`config.mk`:
```
export PLATFORM = sky130hd
export DESIGN_NAME = sar_adc_seq
export DESIGN_NICKNAME = d
export VERILOG_FILES = /design/src/rtl/sar_adc_pkg.sv /design/src/rtl/sar_prescale.sv /design/src/rtl/sar_seq_ctrl.sv /design/src/rtl/sar_approx_reg.sv /design/src/rtl/sar_adc_seq.sv
export SDC_FILE = /design/constraint.sdc
export NUM_CORES = 1
export LEC_CHECK = 0
export BUFFER_PORTS_ARGS = -buffer_cell sky130_fd_sc_hd__buf_2
export CAP_MARGIN = 30
export CORE_MARGIN = 1
export CORE_UTILIZATION = 50
export DETAILED_ROUTE_END_ITERATION = 7
export GPL_ROUTABILITY_DRIVEN = 0
export PLACE_DENSITY = 0.81
export SLEW_MARGIN = 30
export SYNTH_ARGS = -nofsm -noshare
export SYNTH_HDL_FRONTEND = slang
export SYNTH_SLANG_ARGS = --single-unit
```
`constraint.sdc`:
```
create_clock -name clk -period 2.5 [get_ports clk]
set_input_delay 0 -clock clk [delete_from_list [all_inputs] [get_ports clk]]
set_output_delay 0 -clock clk [all_outputs]
set_load 0.02 [all_outputs]
```
`src/rtl/sar_adc_pkg.sv`:
```
// Shared types for the successive-approximation sequencer.
// Assumes nothing beyond a single clock domain.
package sar_adc_pkg;

    // Conversion phase, in the order a conversion passes through them.
    typedef enum logic [1:0] {
        PH_IDLE   = 2'd0,
        PH_SAMPLE = 2'd1,
        PH_TRIAL  = 2'd2,
        PH_FINISH = 2'd3
    } sar_phase_e;

    // Largest of three phase lengths; sizes the shared phase counter.
    function automatic int max3(input int a, input int b, input int c);
        int m;
        m = (a > b) ? a : b;
        return (m > c) ? m : c;
    endfunction

endpackage

```
`src/rtl/sar_prescale.sv`:
```
// Conversion-clock enable generator.
// Makes a one-cycle tick per conversion-clock period. The tick comes on every
// system cycle, or on every second cycle when the divide option was selected
// at start. The divide choice and the phase restart with each accepted start.
// Assumes start_acc and busy come from the same clock domain.
module sar_prescale (
    input  logic clk,
    input  logic rst_n,
    input  logic start_acc,
    input  logic busy,
    input  logic div2_i,
    output logic tick
);

    logic div2_q;
    logic half_q;

    // Capture the rate choice when a conversion starts.
    always_ff @(posedge clk) begin
        if (!rst_n)         div2_q <= 1'b0;
        else if (start_acc) div2_q <= div2_i;
    end

    // Alternate phase while busy; restart at start.
    always_ff @(posedge clk) begin
        if (!rst_n)         half_q <= 1'b0;
        else if (start_acc) half_q <= 1'b0;
        else if (busy)      half_q <= ~half_q;
    end

    // Tick on every busy cycle, or on the odd half in divide mode.
    always_comb tick = busy && (!div2_q || half_q);


    div2_gap_chk: assert property (@(posedge clk) disable iff (!rst_n)
        (div2_q && tick && !start_acc) |=> !tick);

endmodule

```
`src/rtl/sar_seq_ctrl.sv`:
```
// Phase sequencer for one conversion.
// Counts conversion-clock ticks through the sample window, RES_BITS bit
// trials and a closing settle window. It emits one-cycle strobes when the
// first trial begins, when a trial ends and when the conversion ends.
// Assumes tick is only high while a conversion runs.
module sar_seq_ctrl
    import sar_adc_pkg::*;
#(
    parameter int RES_BITS    = 8,
    parameter int SAMPLE_CLKS = 12,
    parameter int TRIAL_CLKS  = 18,
    parameter int TAIL_CLKS   = 4
) (
    input  logic                        clk,
    input  logic                        rst_n,
    input  logic                        start_acc,
    input  logic                        tick,
    output sar_phase_e                  phase_o,
    output logic [$clog2(RES_BITS)-1:0] bit_idx_o,
    output logic                        enter_trial_o,
    output logic                        trial_end_o,
    output logic                        conv_end_o
);

    localparam int CNT_MAX = max3(SAMPLE_CLKS, TRIAL_CLKS, TAIL_CLKS);
    localparam int CNT_W   = $clog2(CNT_MAX + 1);
    localparam int IDX_W   = $clog2(RES_BITS);

    sar_phase_e        phase_q;
    logic [CNT_W-1:0]  sub_q;
    logic [CNT_W-1:0]  sub_lim;
    logic [IDX_W-1:0]  idx_q;
    logic              at_last;

    // Last count value of the current phase.
    always_comb begin
        case (phase_q)
            PH_SAMPLE: sub_lim = CNT_W'(SAMPLE_CLKS - 1);
            PH_TRIAL:  sub_lim = CNT_W'(TRIAL_CLKS - 1);
            PH_FINISH: sub_lim = CNT_W'(TAIL_CLKS - 1);
            default:   sub_lim = '0;
        endcase
    end

    // Phase boundary strobes.
    always_comb begin
        at_last       = (sub_q == sub_lim);
        enter_trial_o = tick && at_last && (phase_q == PH_SAMPLE);
        trial_end_o   = tick && at_last && (phase_q == PH_TRIAL);
        conv_end_o    = tick && at_last && (phase_q == PH_FINISH);
    end

    // Advance phase, in-phase count and bit index on each tick.
    always_ff @(posedge clk) begin
        if (!rst_n) begin
            phase_q <= PH_IDLE;
            sub_q   <= '0;
            idx_q   <= '0;
        end else if (start_acc) begin
            phase_q <= PH_SAMPLE;
            sub_q   <= '0;
            idx_q   <= '0;
        end else if (tick && phase_q != PH_IDLE) begin
            if (at_last) begin
                sub_q <= '0;
                case (phase_q)
                    PH_SAMPLE: begin
                        phase_q <= PH_TRIAL;
                        idx_q   <= IDX_W'(RES_BITS - 1);
                    end
                    PH_TRIAL: begin
                        if (idx_q == '0) phase_q <= PH_FINISH;
                        else             idx_q   <= idx_q - 1'b1;
                    end
                    default: phase_q <= PH_IDLE;
                endcase
            end else begin
                sub_q <= sub_q + 1'b1;
            end
        end
    end

    assign phase_o   = phase_q;
    assign bit_idx_o = idx_q;


    first_trial_msb_chk: assert property (@(posedge clk) disable iff (!rst_n)
        enter_trial_o |=> (phase_o == PH_TRIAL && bit_idx_o == IDX_W'(RES_BITS - 1)));


    trial_step_chk: assert property (@(posedge clk) disable iff (!rst_n)
        (trial_end_o && bit_idx_o != '0) |=> (bit_idx_o == $past(bit_idx_o) - 1'b1));

endmodule

```
`src/rtl/sar_approx_reg.sv`:
```
// Successive-approximation register and result store.
// Each bit has its own update slice. A bit is set when its trial begins and
// is kept or cleared from the comparator when that trial ends. The result
// copies the register only when the conversion ends.
// Assumes the strobes from sar_seq_ctrl never overlap.
module sar_approx_reg #(
    parameter int RES_BITS = 8
) (
    input  logic                        clk,
    input  logic                        rst_n,
    input  logic                        start_acc,
    input  logic                        enter_trial,
    input  logic                        trial_end,
    input  logic                        conv_end,
    input  logic [$clog2(RES_BITS)-1:0] bit_idx,
    input  logic                        cmp_above,
    output logic [RES_BITS-1:0]         trial_code_o,
    output logic [RES_BITS-1:0]         result_o
);

    logic [RES_BITS-1:0] code_q;
    logic [RES_BITS-1:0] res_q;

    for (genvar b = 0; b < RES_BITS; b++) begin : g_bit
        // Set when this bit's trial opens, decide when it closes.
        always_ff @(posedge clk) begin
            if (!rst_n)
                code_q[b] <= 1'b0;
            else if (start_acc)
                code_q[b] <= 1'b0;
            else if (enter_trial && b == RES_BITS - 1)
                code_q[b] <= 1'b1;
            else if (trial_end && int'(bit_idx) == b)
                code_q[b] <= cmp_above;
            else if (trial_end && int'(bit_idx) == b + 1)
                code_q[b] <= 1'b1;
        end
    end

    // Result is written only on the conversion-end strobe.
    always_ff @(posedge clk) begin
        if (!rst_n)        res_q <= '0;
        else if (conv_end) res_q <= code_q;
    end

    assign trial_code_o = code_q;
    assign result_o     = res_q;


    keep_on_above_chk: assert property (@(posedge clk) disable iff (!rst_n)
        (trial_end && cmp_above) |=> code_q[$past(bit_idx)]);


    drop_on_below_chk: assert property (@(posedge clk) disable iff (!rst_n)
        (trial_end && !cmp_above) |=> !code_q[$past(bit_idx)]);

endmodule

```
`src/rtl/sar_adc_seq.sv`:
```
// Top of the successive-approximation conversion sequencer.
// Accepts a start only in idle, captures the channel and drives the analog
// mux, sample switch and trial DAC. It runs the fixed-length conversion and
// reports completion with a held done flag and a one-cycle interrupt.
// Assumes the comparator output is valid by the last tick of each trial.
module sar_adc_seq
    import sar_adc_pkg::*;
#(
    parameter int RES_BITS    = 8,
    parameter int CHAN_COUNT  = 8,
    parameter int SAMPLE_CLKS = 12,
    parameter int TRIAL_CLKS  = 18,
    parameter int TAIL_CLKS   = 4
) (
    input  logic                          clk,
    input  logic                          rst_n,
    input  logic                          start_i,
    input  logic [$clog2(CHAN_COUNT)-1:0] chan_i,
    input  logic                          div2_i,
    input  logic                          cmp_above_i,
    output logic [$clog2(CHAN_COUNT)-1:0] chan_sel_o,
    output logic                          sample_o,
    output logic [RES_BITS-1:0]           trial_o,
    output logic                          busy_o,
    output logic                          done_o,
    output logic [RES_BITS-1:0]           result_o,
    output logic                          irq_o
);

    localparam int CH_W  = $clog2(CHAN_COUNT);
    localparam int IDX_W = $clog2(RES_BITS);

    sar_phase_e        phase;
    logic [IDX_W-1:0]  bit_idx;
    logic              tick;
    logic              start_acc;
    logic              enter_trial;
    logic              trial_end;
    logic              conv_end;
    logic [CH_W-1:0]   chan_q;
    logic              done_q;
    logic              irq_q;

    // A start counts only while idle.
    always_comb begin
        busy_o    = (phase != PH_IDLE);
        start_acc = start_i && !busy_o;
        sample_o  = (phase == PH_SAMPLE);
    end

    // Capture the channel for the whole conversion.
    always_ff @(posedge clk) begin
        if (!rst_n)         chan_q <= '0;
        else if (start_acc) chan_q <= chan_i;
    end

    // Done flag: set at completion, cleared by the next start.
    always_ff @(posedge clk) begin
        if (!rst_n)         done_q <= 1'b0;
        else if (start_acc) done_q <= 1'b0;
        else if (conv_end)  done_q <= 1'b1;
    end

    // Single-cycle completion interrupt.
    always_ff @(posedge clk) begin
        if (!rst_n) irq_q <= 1'b0;
        else        irq_q <= conv_end;
    end

    sar_prescale u_pre (
        .clk       (clk),
        .rst_n     (rst_n),
        .start_acc (start_acc),
        .busy      (busy_o),
        .div2_i    (div2_i),
        .tick      (tick)
    );

    sar_seq_ctrl #(
        .RES_BITS    (RES_BITS),
        .SAMPLE_CLKS (SAMPLE_CLKS),
        .TRIAL_CLKS  (TRIAL_CLKS),
        .TAIL_CLKS   (TAIL_CLKS)
    ) u_seq (
        .clk           (clk),
        .rst_n         (rst_n),
        .start_acc     (start_acc),
        .tick          (tick),
        .phase_o       (phase),
        .bit_idx_o     (bit_idx),
        .enter_trial_o (enter_trial),
        .trial_end_o   (trial_end),
        .conv_end_o    (conv_end)
    );

    sar_approx_reg #(
        .RES_BITS (RES_BITS)
    ) u_sar (
        .clk          (clk),
        .rst_n        (rst_n),
        .start_acc    (start_acc),
        .enter_trial  (enter_trial),
        .trial_end    (trial_end),
        .conv_end     (conv_end),
        .bit_idx      (bit_idx),
        .cmp_above    (cmp_above_i),
        .trial_code_o (trial_o),
        .result_o     (result_o)
    );

    assign chan_sel_o = chan_q;
    assign done_o     = done_q;
    assign irq_o      = irq_q;


    chan_hold_chk: assert property (@(posedge clk) disable iff (!rst_n)
        (busy_o && !conv_end) |=> $stable(chan_sel_o));


    busy_hold_chk: assert property (@(posedge clk) disable iff (!rst_n)
        (busy_o && !conv_end) |=> busy_o);


    result_hold_chk: assert property (@(posedge clk) disable iff (!rst_n)
        busy_o |=> (irq_o || $stable(result_o)));


    done_quiet_chk: assert property (@(posedge clk) disable iff (!rst_n)
        busy_o |-> !done_o);


    irq_once_chk: assert property (@(posedge clk) disable iff (!rst_n)
        irq_o |=> !irq_o);


    irq_with_done_chk: assert property (@(posedge clk) disable iff (!rst_n)
        irq_o |-> $rose(done_o));


    sample_in_busy_chk: assert property (@(posedge clk) disable iff (!rst_n)
        sample_o |-> busy_o);

endmodule

```
; Word-level counts from Yosys, hierarchy flattened
; Index checks and enable logic that the tools add are counted.
[op_classes]
n_addsub = 2
eq_ne = 14
mux = 25
bitwise_logic = 2
reduce_logical = 36
[op_table]
columns = operator, n
row1 = nonzero test 2 bit, 12
row2 = two-way mux 1 bit, 19
row3 = logical AND 1 bit, 15
row4 = case mux 5 bit (3 select lines), 1
row5 = "equality test 3 bit, second input constant", 4
row6 = "equality test 3 x 2 -> 1 bit, second input constant", 2
row7 = logical NOT 3 bit, 2
row8 = case mux 3 bit (2 select lines), 1
row9 = AND reduction 3 bit, 2
row10 = "adder 5 x 1 -> 5 bit, second input constant", 1
row11 = equality test 5 bit, 1
row12 = two-way mux 5 bit, 1
row13 = "equality test 2 bit, second input constant", 2
row14 = "inequality test 2 bit, second input constant", 2
row15 = case mux 2 bit (2 select lines), 1
row16 = AND reduction 4 bit, 1
row17 = "equality test 3 x 1 -> 1 bit, second input constant", 1
row18 = two-way mux 3 bit, 1
row19 = "inequality test 3 bit, second input constant", 1
row20 = "subtractor 3 x 1 -> 3 bit, second input constant", 1
row21 = "equality test 2 x 1 -> 1 bit, second input constant", 1
row22 = logical NOT 1 bit, 2
row23 = two-way mux 2 bit, 1
row24 = NOT 1 bit, 2
row25 = 2 further kinds, 2
[totals]
reg_bits = 33
inputBits = 8
output_inout_bits = 23
wordCells = 97

; Logic depth before layout (Yosys ltp)
[depth]
word_depth = 8
depth_mapped = 8
ltp_nobuf = 6

; Cells and area by module
; From an unflattened synthesis, not the netlist that was laid out.
[unflattened]
cells_unflattened = 171
area_unflattened_um2 = 1660.3
[by_module_without_submodules]
columns = module, n_inst, cells_per_inst, area_per_inst_um2, seq_area_each_um2
row1 = sar_seq_ctrl, 1, 76, 711.9, 200.2
row2 = sar_approx_reg, 1, 67, 658.1, 320.3
row3 = sar_adc_seq, 1, 20, 201.4, 100.1
row4 = sar_prescale, 1, 8, 88.8, 40.0

; Worst setup path after synthesis
; No wires, ideal clock.
[synth_timing]
path_kind = reg-to-reg
from = reg u_seq.phase_q[1] (netlist: u_seq.phase_o[1])
to = reg u_seq.idx_q[0] (netlist: u_seq.bit_idx_o[0])
setup_ps = 91
arrival_time_ps = 1889
t_required_ps = 2409
setup_slack_ps = 520
path_stages_with_launch = 8
path_buffers = 1
synth_period_minus_slack_ps = 1980
path_cell_list = dfxtp_1 inv_1 ha_1 nor4bb_2 a311o_1 buf_4 a41oi_1 a311oi_1
[synth_between]
elab_chain_cells = 4
word_cells_on_any_way = 15
classes_between = eq/ne: 5 / mux: 2 / reduce/logical: 8
[synth_rtl]
columns = element, line
row1 = "start, declared", sar_seq_ctrl.sv:29  ; sar_phase_e phase_q;
row2 = "start signal, assigned", sar_seq_ctrl.sv:56  ; phase_q <= PH_IDLE;
row3 = "start signal, assigned", sar_seq_ctrl.sv:60  ; phase_q <= PH_SAMPLE;
row4 = "start signal, assigned", sar_seq_ctrl.sv:68  ; phase_q <= PH_TRIAL;
row5 = equality test 2 x 1 -> 1 bit *, --
row6 = via sample_o, sar_adc_seq.sv:22  ; output logic sample_o,
row7 = case mux 5 bit (3 select lines), sar_seq_ctrl.sv:37  ; case (phase_q)
row8 = equality test 5 bit, sar_seq_ctrl.sv:47  ; at_last = (sub_q == sub_lim);
row9 = AND reduction 4 bit (no source line), --
row10 = "end signal, assigned", sar_seq_ctrl.sv:69  ; idx_q <= IDX_W'(RES_BITS - 1);
row11 = "end signal, assigned", sar_seq_ctrl.sv:73  ; else idx_q <= idx_q - 1'b1;
row12 = "end, declared", sar_seq_ctrl.sv:32  ; logic [IDX_W-1:0] idx_q;
; The timed path passes the listed nets; every way through them passes the cells marked *.
; A chain may end at the register's enable or synchronous reset.

; Worst setup path in the final report
[layout_timing]
from = reg u_seq.phase_q[1] (netlist: u_seq.phase_o[1])
to = reg u_sar.code_q[7] (netlist: u_sar.trial_code_o[7])
[layout_between]
elab_chain_cells = 7
word_cells_on_any_way = 16
classes_between = eq/ne: 4 / mux: 2 / reduce/logical: 10
[layout_rtl]
columns = element, line
row1 = "equality test 2 bit, or another cell as far along", sar_seq_ctrl.sv:37
row2 = case mux 5 bit (3 select lines), sar_seq_ctrl.sv:37
row3 = equality test 5 bit, sar_seq_ctrl.sv:47
row4 = logical AND 1 bit, "sar_seq_ctrl.sv:48, sar_seq_ctrl.sv:49"
row5 = logical AND 1 bit, sar_seq_ctrl.sv:49  ; trial_end_o = tick && at_last && (phase_q == PH_TRIAL);
row6 = logical AND 1 bit, sar_approx_reg.sv:33  ; else if (trial_end && int'(bit_idx) == b)
row7 = nonzero test 2 bit (no source line), --
row8 = "end signal, assigned by index", sar_approx_reg.sv:34  ; code_q[b] <= cmp_above;
row9 = "end, declared", sar_approx_reg.sv:21  ; logic [RES_BITS-1:0] code_q;
; Several ways; a longest one is shown, not always the timed one.

==> impl_metrics.csv <==
group,metric,value,unit
status,status,"complete, no violations",
cts,ctsResizeCount,0,
routing,wl,3820,um
sta,worst_clock_skew,0.00526,ns
grt,antenna_found_initial,0,
synth,yosysSeqAreaShare,0.381,
die,die_area,3710,um^2
cts,clk_path_buf_depth,2,
setup_path,path_max_fanout,12,
synth,ys_warn_count,0,
synth,syn_avg_cell_area,8.89,um^2
sta,finalHoldViolations,0,
synth,synth_cell_type_count,38,
setup_path,r2r.worst_path.cells,6,
die,chipHeight,60.9,um
job,cap_violations,0,
grt,grt_pass1_vias,1266,
cts,cts_root_buffer,"clkbuf_4",
placement,place_area,1930,um^2
grt,grt_overflow,0,
setup_path,r2r_slack,0.19,ns
die,die_x,60.9,um
sta,finalCriticalPeriod,2.31,ns
placement,place_hpwl,2660,um
sta,rsz0062_at_grt,"no",
cts,clock_latency,0.33,ns
sta,report.final.slew_viol_count,0,
routing,ant_nets,0,
routing,viasPerCell,5.52,
synth,synth_cells,195,
routing,first_pass_iters,4,
synth,synth-seq-cells,33,
sta,setup_tns,0,ns
grt,use_met2,0.344,
die,rows,21,
setup_path,path_cells,"inv_1 -> ha_1 -> nor4bb_2 -> a311o_1 -> a41oi_1 -> a311oi_1",
routing,vias,1552,
grt,grt_max_degree,19,
setup_path,crit_type,"reg2reg",
setup_path,cp_slowest_cell,"a311o_1",
setup_path,timing.rr.end,"u_sar.trial_code_o[7]",
finish,area.growth.synth_to_final,18.8,%
setup_path,cp_data_arrival_time,2.54,ns
routing,drt_iter0_drc,71,
finish,nets,253,
setup_path,cp_slowest_stage_delay,0.47,ns
grt,busiest_layer,"met2",
sta,timing.slew.headroom,0.618,
finish,diodes,0,
synth,syn_area,1730,um^2
die,io_pins,31,
placement,port_buffers,30,
grt,grt_util_all_layers,0.215,
cts,cts.sink_count,33,
grt,grt_use_met1,0.279,
setup_path,end_kind,"flip-flop",
routing,wl_per_cell,13.6,um
setup_path,critPathRequiredTime,2.73,ns
routing,drcViolationCount,0,
sta,worst-slew-pin-transition,0.574,ns
cts,post_cts_buffers,0,
finish,fin_area,2060,um^2
cts,clkTransAtPathRegs,0.10,ns
sta,clock.fmax,433,MHz
setup_path,r2r-start,"u_seq.phase_o[1]",
cts,htreeDepth,2,
power_and_ir_drop,power.leakage,0.775,nW
die,start_util,0.519,
cts,cts_tree,"built",
worst_hold_path,holdPathStages,3,
setup_path,worstSetupStartpointType,"flip-flop",
grt,grtUsageMet3,0.0576,
worst_hold_path,min_path_type,"in2reg",
die,core,3340,um^2
sta,post-route-period-util,0.924,
sta,setup_viol,0,
finish,fillCellCount,278,
grt,grt_pass1_wl,5750,um
power_and_ir_drop,cellPowerDensity,488,nW/um^2
power_and_ir_drop,irDropWorstVdd,0.000178,V
worst_hold_path,worstHoldEndpoint,"u_sar.result_o[7]",
worst_hold_path,worstHoldStart,"rst_n",
synth,synth_nets,214,
finish,drive_above_1_share,0.204,
cts,cts_buffers,5,
registers in the layout, summed over array words and instances, names as in the netlist:
name,cells
u_seq.sub_q,5
u_seq.bit_idx_o,3
u_seq.phase_o,2
u_pre.half_q,1
irq_o,1
chan_sel_o,3
u_sar.result_o,8
u_pre.div2_q,1
done_o,1
u_sar.trial_code_o,8
critical path, delay by kind of cell, from the launching register on:
kind / cells / cell delay [ns]
compound gates: 3 / 0.97
simple gates: 1 / 0.46
flops: 1 / 0.39
fa+ha+maj: 1 / 0.31
buf+inv: 1 / 0.09
cell type report:
class                           instances  area (um^2)  area share
Clock buffer                            6         41.3      0.0200
Clock inverter                          2         10.0     0.00486
Inverter                                7         26.3      0.0128
Multi-Input combinational cell        144          996       0.484
Sequential cell                        33          661       0.321
Tap cell                               46         57.6      0.0279
Timing Repair Buffer                   43          268       0.130
cell families after synthesis:
kind of cell    Yosys count  share of synthesized area
mux                      10                     0.0578
xor+xnor                  8                     0.0404
flops                    33                      0.381
fa+ha+maj                11                     0.0794
buf+inv                  18                     0.0440
simple gates             77                      0.226
compound gates           38                      0.171
cells in the final DEF (no fill, tap or decap), drive strengths merged, types with 7 or more instances in the layout:
master	count
inv	7
nor2	17
dfxtp	33
mux2i	10
ha	11
dlygate4sd3	8
buf	35
nand2	31
a41oi	7
cell usage after synthesis:
cell,n,share of area
clkbuf_1,8,0.017
a31oi_1,5,0.018
buf_4,2,0.0087
xnor2_1,6,0.030
mux2i_1,10,0.058
o31ai_1,1,0.0043
nand4b_1,2,0.010
nor3_2,1,0.0058
a311oi_1,4,0.020
a311oi_4,1,0.015
xor2_1,2,0.010
nor4_1,4,0.014
nor4bb_2,1,0.0094
nor4b_2,1,0.0087
a311o_1,1,0.0058
nor4b_1,2,0.010
and3_1,3,0.011
nor3_1,5,0.014
a211oi_1,6,0.026
ha_1,11,0.079
nand3_1,4,0.012
nor2b_1,2,0.0072
o21bai_1,1,0.0043
inv_1,7,0.015
buf_2,1,0.0029
a21boi_0,1,0.0043
nor4_2,1,0.0072
nand2_1,31,0.067
nor2_1,17,0.037
a21oi_1,6,0.017
dfxtp_1,33,0.38
o21ai_0,3,0.0087
nand2b_1,1,0.0036
o21a_1,1,0.0043
a41oi_1,7,0.035
nor3b_1,1,0.0043
o31ai_2,1,0.0072
or4_1,1,0.0043
repair_timing:
action | 4_1_cts | 5_1_grt
setup endpoints to repair | 0 | 0
hold endpoints to repair | 4 | 0
hold buffers | 8 | 0
metrics by stage:
stage          worst slack [ns]   util  power [W]  instances  hold WS [ns]
6_report                  0.190  0.617    0.00101        281        0.0623
5_1_grt                  0.0333  0.617    0.00107        281        0.0622
4_1_cts                   0.219  0.617    0.00101        281        0.0479
3_5_place_dp              0.253  0.578   0.000723        265         0.261
3_3_place_gp              0.355  0.578   0.000720        265         0.256
2_1_floorplan             0.520      -   0.000682        195         0.147
per-layer routing:
| metal | vias up | share of wire | wire (um) |
|---|---|---|---|
| li1 | 784 | - | - |
| met4 | 0 | 0.019 | 73 |
| met5 | - | 0 | 0 |
| met3 | 7 | 0.030 | 113 |
| met2 | 42 | 0.48 | 1830 |
| met1 | 719 | 0.47 | 1810 |
worst max-delay path by stage:
stage | slack, ns | end | depth (start not counted) | startpoint
2_1_floorplan | 0.52 | u_seq.bit_idx_o[0] | 7 | u_seq.phase_o[1]
3_3_place_gp | 0.36 | u_seq.bit_idx_o[0] | 6 | u_seq.phase_o[1]
3_5_place_dp | 0.25 | u_sar.trial_code_o[7] | 6 | u_seq.phase_o[1]
4_1_cts | 0.22 | u_sar.trial_code_o[7] | 6 | u_seq.phase_o[1]
5_1_grt | 0.03 | u_sar.trial_code_o[7] | 6 | u_seq.phase_o[1]
6_report | 0.19 | u_sar.trial_code_o[7] | 6 | u_seq.phase_o[1]
report_power, final:
group | switching [W] | internal, W
clock | 0.000173 | 0.000107
sequential | 0.0000116 | 0.000537
combinational | 0.000113 | 0.0000644
total | 0.000298 | 0.000708
(Power assumes the default switching activity.)
